## src/rtl/clkdiv_pkg.sv

```systemverilog
package clkdiv_pkg;
  localparam int MODE_W  = 2;
  localparam int MAX_DIV = 8;
  localparam int CNT_W   = $clog2(MAX_DIV);

  // Half of the division ratio for a given select code.
  function automatic logic [CNT_W-1:0] half_of(input logic [MODE_W-1:0] m);
    case (m)
      2'b00:   half_of = CNT_W'(1);
      2'b01:   half_of = CNT_W'(2);
      default: half_of = CNT_W'(4);
    endcase
  endfunction

  // Last count value of one slow period: N - 1.
  function automatic logic [CNT_W-1:0] last_of(input logic [MODE_W-1:0] m);
    last_of = CNT_W'((2 * int'(half_of(m))) - 1);
  endfunction
endpackage

```

## src/rtl/clkdiv_mode_latch.sv

```systemverilog
module clkdiv_mode_latch
  import clkdiv_pkg::*;
(
  input  logic              clk,
  input  logic              rst,
  input  logic [MODE_W-1:0] mode_i,
  output logic [CNT_W-1:0]  half_o,
  output logic [CNT_W-1:0]  last_o
);
  logic [MODE_W-1:0] mode_q;

  always_ff @(posedge clk) begin
    if (rst) mode_q <= mode_i;
  end

  assign half_o = half_of(mode_q);
  assign last_o = last_of(mode_q);

  // the captured ratio holds while out of reset
  p_mode_hold_r6: assert property (@(posedge clk) disable iff (rst)
    1'b1 |=> $stable(mode_q));
endmodule

```

## src/rtl/clkdiv_start_ctl.sv

```systemverilog
module clkdiv_start_ctl (
  input  logic clk,
  input  logic rst,
  input  logic release_i,
  output logic start_o,
  output logic active_o
);
  logic started_q;

  // Start event: first sampled release after reset (reset wins, R7).
  assign start_o  = !rst && !started_q && release_i;
  assign active_o = started_q;

  always_ff @(posedge clk) begin
    if (rst)          started_q <= 1'b0;
    else if (start_o) started_q <= 1'b1;
  end

  // once active, only reset clears it
  p_run_sticky_r9: assert property (@(posedge clk) disable iff (rst)
    started_q |=> started_q);
endmodule

```

## src/rtl/clkdiv_counter.sv

```systemverilog
module clkdiv_counter
  import clkdiv_pkg::*;
(
  input  logic             clk,
  input  logic             rst,
  input  logic             start_i,
  input  logic             active_i,
  input  logic [CNT_W-1:0] half_i,
  input  logic [CNT_W-1:0] last_i,
  output logic             div_o
);
  logic [CNT_W-1:0] cnt_q;
  logic [CNT_W-1:0] cnt_nxt;
  logic             cnt_wrap;
  logic             half_point;

  assign cnt_wrap   = active_i && (cnt_q == last_i);
  assign half_point = active_i && (cnt_q == half_i - 1'b1);
  assign cnt_nxt    = cnt_wrap ? '0 : cnt_q + 1'b1;

  always_ff @(posedge clk) begin
    if (rst) begin
      cnt_q <= '0;
      div_o <= 1'b0;
    end else if (start_i) begin
      cnt_q <= '0;
      div_o <= 1'b1;
    end else if (active_i) begin
      cnt_q <= cnt_nxt;
      div_o <= (cnt_nxt < half_i);
    end
  end

  // a new period begins with the high half
  p_rise_after_wrap_r5: assert property (@(posedge clk) disable iff (rst)
    cnt_wrap |=> div_o);
  // the output drops after N/2 high cycles
  p_fall_at_half_r5: assert property (@(posedge clk) disable iff (rst)
    half_point |=> !div_o);
  // the start edge raises the output
  p_start_high_r4: assert property (@(posedge clk) disable iff (rst)
    start_i |=> div_o);
  // held low until started
  p_hold_low_r3: assert property (@(posedge clk) disable iff (rst)
    (!active_i && !start_i) |=> !div_o);
endmodule

```

## src/rtl/clkdiv_aligned.sv

```systemverilog
module clkdiv_aligned
  import clkdiv_pkg::*;
(
  input  logic              clk_fast,
  input  logic              rst,
  input  logic              release_i,
  input  logic [MODE_W-1:0] mode_i,
  output logic              clk_div,
  output logic              running
);
  logic [CNT_W-1:0] half_w;
  logic [CNT_W-1:0] last_w;
  logic             start_w;
  logic             active_w;
  logic             seen_q;

  clkdiv_mode_latch u_mode (
    .clk(clk_fast), .rst(rst), .mode_i(mode_i),
    .half_o(half_w), .last_o(last_w)
  );

  clkdiv_start_ctl u_start (
    .clk(clk_fast), .rst(rst), .release_i(release_i),
    .start_o(start_w), .active_o(active_w)
  );

  clkdiv_counter u_cnt (
    .clk(clk_fast), .rst(rst), .start_i(start_w), .active_i(active_w),
    .half_i(half_w), .last_i(last_w), .div_o(clk_div)
  );

  assign running = active_w;

  always_ff @(posedge clk_fast) seen_q <= 1'b1;

  // reset forces both outputs low after the edge
  p_reset_low_r2: assert property (@(posedge clk_fast) disable iff (seen_q !== 1'b1)
    rst |=> (!clk_div && !running));
  // running rises together with the first divided edge
  p_run_with_rise_r9: assert property (@(posedge clk_fast) disable iff (rst)
    $rose(running) |-> clk_div);
endmodule

```

## config.mk

```make
export PLATFORM = sky130hd
export DESIGN_NAME = clkdiv_aligned
export DESIGN_NICKNAME = d
export VERILOG_FILES = /design/src/rtl/clkdiv_pkg.sv /design/src/rtl/clkdiv_mode_latch.sv /design/src/rtl/clkdiv_start_ctl.sv /design/src/rtl/clkdiv_counter.sv /design/src/rtl/clkdiv_aligned.sv
export SDC_FILE = /design/constraint.sdc
export NUM_CORES = 1
export LEC_CHECK = 0
export BUFFER_PORTS_ARGS = -buffer_cell sky130_fd_sc_hd__buf_4
export CAP_MARGIN = 0
export CORE_AREA = 4 4 41 43
export DETAILED_ROUTE_END_ITERATION = 8
export DIE_AREA = 0 0 45 47
export HOLD_SLACK_MARGIN = 0.08
export SYNTH_ARGS = -nofsm -noshare
export SYNTH_HDL_FRONTEND = slang
export SYNTH_SLANG_ARGS = --single-unit
```

## constraint.sdc

```tcl
create_clock -name clk_fast -period 1.9 [get_ports clk_fast]
set_input_delay 0.475 -clock clk_fast [delete_from_list [all_inputs] [get_ports clk_fast]]
set_output_delay 0.475 -clock clk_fast [all_outputs]
set_load 0.02 [all_outputs]
```

==> impl_metrics.toml, run 1 <==
[outcome]
status = "complete, no violations"

[sta]
setup_viol = 0
rsz0062_at_grt = "false"
finClkSkew_ps = 10.9
relSlewSlack_pct = 82.3
finalCritPeriodShare_pct = 92.8
drv_slew = 0
fin_crit_ps = 1760
worstMarginPinSlew_ps = 263
fin_ws_ps = 136
fmax_ghz = 0.567
hold_violations = 0
setup_tns_ps = 0

[logic_synthesis]
syn_area_um2 = 385
avgSynthCellArea_um2 = 10.7
yosys_warnings = 0
ys_seq_elements = 7
ys_seq_area_share_pct = 41.6
yosysUniqueCellTypes = 22
synth.net_count = 44
synthesis.instances = 36

[route]
via_count = 321
drcViolationCount = 0
routed_wl_um = 724
vias_per_cell = 4.94
routedWlPerCell_um = 11.1
ant_nets = 0
first_iter_violations = 8
firstDrtPassIters = 4

[setup_path]
slowest_delay_ps = 370
cp.required_ps = 2090
r2r-start = "u_mode.mode_q[1]"
worstSetupEndpointType = "flop"
r2r_slack_ps = 140
worstSetupPathType = "reg -> reg"
worstPathArrival_ps = 1950
r2r_cells = 8
r2r_end = "u_cnt.div_o"
cp_slowest_cell = "edfxtp_1"
worstSetupStartpoint = "u_mode.mode_q[1]"
critPathLaunchType = "flop"
crit_chain = "and4bb_1, a22oi_2, buf_4, and2_2, ha_1, o21ai_1, o21bai_1, a211oi_2"
critPathMaxFanout = 3

[pwr]
leakage_nw = 0.222
p_total_uw = 378
ir_drop_v = 0.000320
power_density_nw_per_um2 = 734

[clock_network]
insertion_delay_ps = 260
cts.reportedPaths.clkPinSlew_ps = 60
numCtsBuffers = 3
cts_max_level = 1
cts_tree = "yes"
hold_buffers = 0
cts.path.max_buffers = 2
cts-root-buf = "clkbuf_4"
clock-sinks = 7

[floorplanning]
pin_count = 7
initial_utilization_pct = 29.6
placementRows = 13
die_x_um = 45
core_um2 = 1300
dieArea_um2 = 2120
die_h_um = 47

[global_routing]
grt_overflow = 0
grt_max_degree = 10
grt_pass1_wl_mm = 1.10
track_usage_pct = 8.17
grt_pass1_vias = 272
antenna_found_initial = 0

[final_layout]
seqCellArea_um2 = 161
post-route-cell-area_um2 = 514
filler_cell_count = 137
nets = 59
multi_input_area_um2 = 218
n_antenna_cell = 0
drive_above_1_share_pct = 40.0
area_growth_pct = 33.4
utilization_pct = 39.5

[placed_design]
portBuffers = 6
dpl.hpwl_um = 534
dp_slack_ps = 26.4
place_congestion = 0.782
dpl-instance-area_um2 = 469

[run]
drv_cap = 0

[worst_hold_path]
hp-class = "in -> reg"
worstHoldPathCells = 1
min_from = "mode_i[0]"
min_to = "u_mode.mode_q[0]"
worst max path at each step:
stage                     depth (start not counted)     endpoint
after floorplan                                   8  u_cnt.div_o
after global placement                            7  u_cnt.div_o
after detailed placement                          7  u_cnt.div_o
after CTS                                         7  u_cnt.div_o
after global routing                              7  u_cnt.div_o
final                                             8  u_cnt.div_o
power by group:
part           internal (mW)  leakage, nW  switching [mW]  total, mW
Combinational         0.0343        0.146          0.0316     0.0659
Clock                 0.0805       0.0150          0.0611      0.142
Sequential             0.164       0.0609         0.00609      0.170
kinds of logic after synthesis:
family / Yosys count / share of synthesized area (%)
AND/OR/NAND/NOR: 14 / 25.0
AO/OA/AOI/OAI: 7 / 14.3
flip-flops: 7 / 41.6
buffers and inverters: 3 / 4.87
adder cells (fa/ha/maj): 3 / 9.74
XOR/XNOR: 2 / 4.55
critical path: cells and delay by family, from the launching register on:
family,cells,cell delay [ps]
flip-flops,1,370
adder cells (fa/ha/maj),1,280
AO/OA/AOI/OAI,4,450
buffers and inverters,1,140
AND/OR/NAND/NOR,2,450
Yosys cell counts, drive strengths merged:
library cell  instances  area [um^2]
xnor2                 1         8.76
a31o                  2         17.5
a211oi                1         7.51
and2                  2         15.0
nor2                  3         11.3
dfxtp                 5          100
nand2                 1         3.75
a21oi                 1         5.00
nor3b                 1         7.51
and4                  1         8.76
ha                    3         37.5
o21bai                1         7.51
nor3                  1         5.00
buf                   1         11.3
edfxtp                2         60.1
nor4b                 3         26.3
and4bb                1         12.5
a22oi                 1         12.5
o21ai                 1         5.00
xor2                  1         8.76
nor2b                 1         6.26
inv                   2         7.51
flip-flops by register name, indices dropped and copies added, names as in the netlist:
register and cells:
u_mode.mode_q 2, u_start.active_o 1, u_cnt.cnt_q 3, u_cnt.div_o 1
area by class of cell:
type | count | share of cell area [%]
multi-input combinational | 26 | 42.3
clock buffer | 4 | 5.11
inverter | 2 | 1.46
tap | 15 | 3.65
timing repair buffer | 11 | 16.1
sequential | 7 | 31.4
metrics by stage:
| step | hold slack [ps] | instances |
|---|---|---|
| after floorplan | 516 | 36 |
| after global placement | 586 | 60 |
| after detailed placement | 593 | 60 |
| after CTS | 383 | 64 |
| after global routing | 374 | 65 |
| final | 386 | 65 |
routing by layer:
layer	GRT usage, %	vias to the layer above	routed length (um)
li1	-	162	-
met1	7.60	148	303
met2	13.0	9	344
met3	6.90	2	69
met4	3.51	0	6
met5	0	-	0
what timing repair did:
action | CTS | global route
resized for setup | 0 | 3
endpoints found under the setup margin | 0 | 1
endpoints found under the hold margin | 0 | 0
setup buffers | 0 | 1
layout by cell type, fill, tap and decap left out:
master    instances
nor3b_1           1
buf_4            11
and4_1            1
xnor2_1           1
and4bb_1          1
dfxtp_1           4
nand2_1           1
clkbuf_4          3
nor3_1            1
o21bai_1          1
nor4b_1           2
edfxtp_1          2
clkbuf_1          1
and2_2            2
xor2_1            1
inv_1             2
a31o_1            2
a22oi_2           1
nor4b_2           1
a211oi_2          1
nor2b_1           1
nor2_1            3
o21ai_1           1
dfxtp_2           1
a21oi_1           1
ha_1              3
Note: power is estimated with default switching activity, not from simulation.
==> inputs of run 2 (changes only) <==
- CORE_AREA: 4 4 41 43 -> 2 2 39 41
- CTS_BUF_LIST: not set -> sky130_fd_sc_hd__clkbuf_16
- DIE_AREA: 0 0 45 47 -> 0 0 41 43
- RECOVER_POWER: not set -> 25
==> impl_metrics.toml, run 2 (synthesis gave the netlist of run 1 again) <==
[final_layout]
final_cell_mix = "buf_4, dfxtp_1"
post-route-cell-area_um2 = 556
n_antenna_cell = 0
nets = 58
top_register = "u_cnt.cnt_q"
filler_cell_count = 141
final_common_cell = "buf_4"
largest_reg_flops = 3
drive_above_1_share_pct = 36.7
final_cells = 65
reg_top3 = "u_cnt.cnt_q (3), u_mode.mode_q (2)"
area_growth_pct = 44.2

[floorplanning]
die_x_um = 41
pin_count = 7
core_um2 = 1380
dieArea_um2 = 1760
placementRows = 14
initial_utilization_pct = 27.8
die_h_um = 43

[clock_network]
clock-sinks = 7
insertion_delay_ps = 230
cts-root-buf = "clkbuf_16"
cts_tree = "yes"
hold_buffers = 0
cts_max_level = 1
cts.reportedPaths.clkPinSlew_ps = 40
cts.path.max_buffers = 2
numCtsBuffers = 3

[global_routing]
track_usage_pct = 10.2
grt_max_degree = 10
grt_pass1_vias = 291
antenna_found_initial = 0
grt_pass1_wl_mm = 1.14
grt_overflow = 0

[route]
routed_wl_um = 715
firstDrtPassIters = 4
vias_per_cell = 4.75
drcViolationCount = 0
routedWlPerCell_um = 11.0
first_iter_violations = 4
via_count = 309
ant_nets = 0

[setup_path]
worstSetupPathType = "reg -> reg"
cp.required_ps = 2050
r2r_cells = 7
critPathLaunchType = "flop"
critPathMaxFanout = 4
worstSetupEndpointType = "flop"
worstPathArrival_ps = 1960
r2r_slack_ps = 90

[sta]
setup_viol = 0
drv_slew = 0
fmax_ghz = 0.552
fin_crit_ps = 1810
setup_tns_ps = 0
worstMarginPinSlew_ps = 251
rsz0062_at_grt = "false"
hold_violations = 0
finalCritPeriodShare_pct = 95.3
relSlewSlack_pct = 83.0
finClkSkew_ps = 2.76

[pwr]
ir_drop_v = 0.000364
leakage_nw = 0.243
p_int_uw = 470
pwr-share-seq_pct = 29.4
power_frac_comb_pct = 10.6
power_frac_clock_pct = 60.0
switching_share_pct = 19.5
power_switching_uw = 114
power_density_nw_per_um2 = 1050

[placed_design]
dpl.hpwl_um = 542
place_congestion = 0.586
dpl-instance-area_um2 = 463
place_inst = 60
portBuffers = 6

[run]
drv_cap = 0

[worst_hold_path]
hp-class = "in -> reg"
worstHoldPathCells = 1

[outcome]
status = "complete, no violations"
==> run 2: path summary, 6_finish.rpt <==
check | from | to
setup reg to reg | u_mode.mode_q[1] | u_cnt.div_o
hold / removal | mode_i[0] | u_mode.mode_q[0]
setup / recovery | u_mode.mode_q[1] | u_cnt.div_o
hold reg to reg | u_cnt.div_o | u_cnt.div_o
==> run 2: critical path, cell delays in order, from the launching register on <==
cell and delay (ps):
edfxtp_1 360, and4bb_1 290, a22oi_2 100, and2_2 210
ha_1 210, nor4b_2 250, o21bai_1 100, a211oi_1 210
==> run 2: through the flow <==
| step | setup WS [ps] | hold slack [ps] | utilization (%) | total power, mW |
|---|---|---|---|---|
| finish | 89.7 | 445 | 40.1 | 0.584 |
| global route | 1.31 | 444 | 40.1 | 0.607 |
| floorplan | 62.6 | 516 | - | 0.207 |
| detailed placement | 23.4 | 602 | 33.5 | 0.232 |
| CTS | 35.2 | 423 | 39.2 | 0.583 |
| global placement | 55.9 | 597 | 33.5 | 0.231 |
==> run 2: final cells by class <==
class / count / area (um^2) / area share (%)
Clock buffer: 3 / 75.1 / 13.5
Multi-Input combinational cell: 26 / 213 / 38.3
Clock inverter: 1 / 3.75 / 0.676
Sequential cell: 7 / 161 / 29.1
Inverter: 2 / 7.51 / 1.35
Timing Repair Buffer: 10 / 75.1 / 13.5
Tap cell: 16 / 20.0 / 3.60
==> run 2: repair_timing <==
action | in CTS | in global routing
resized for setup | 0 | 1
endpoints found under the hold margin | 0 | 0
endpoints found under the setup margin | 0 | 1
buffers inserted | 0 | 1
==> run 2: power groups by stage <==
stage | logic (mW) | clock network [mW] | registers (mW)
after global routing | 0.0688 | 0.366 | 0.172
after CTS | 0.0582 | 0.353 | 0.172
after floorplan | 0.0282 | 0 | 0.178
final | 0.0621 | 0.350 | 0.171
after detailed placement | 0.0580 | 0 | 0.174
after global placement | 0.0571 | 0 | 0.174
==> run 2: layer usage <==
metal  GRT usage [%]  wire length (um)
met5               0                 0
met4            10.0                18
met3            3.14                12
met2            15.0               351
met1            10.4               333
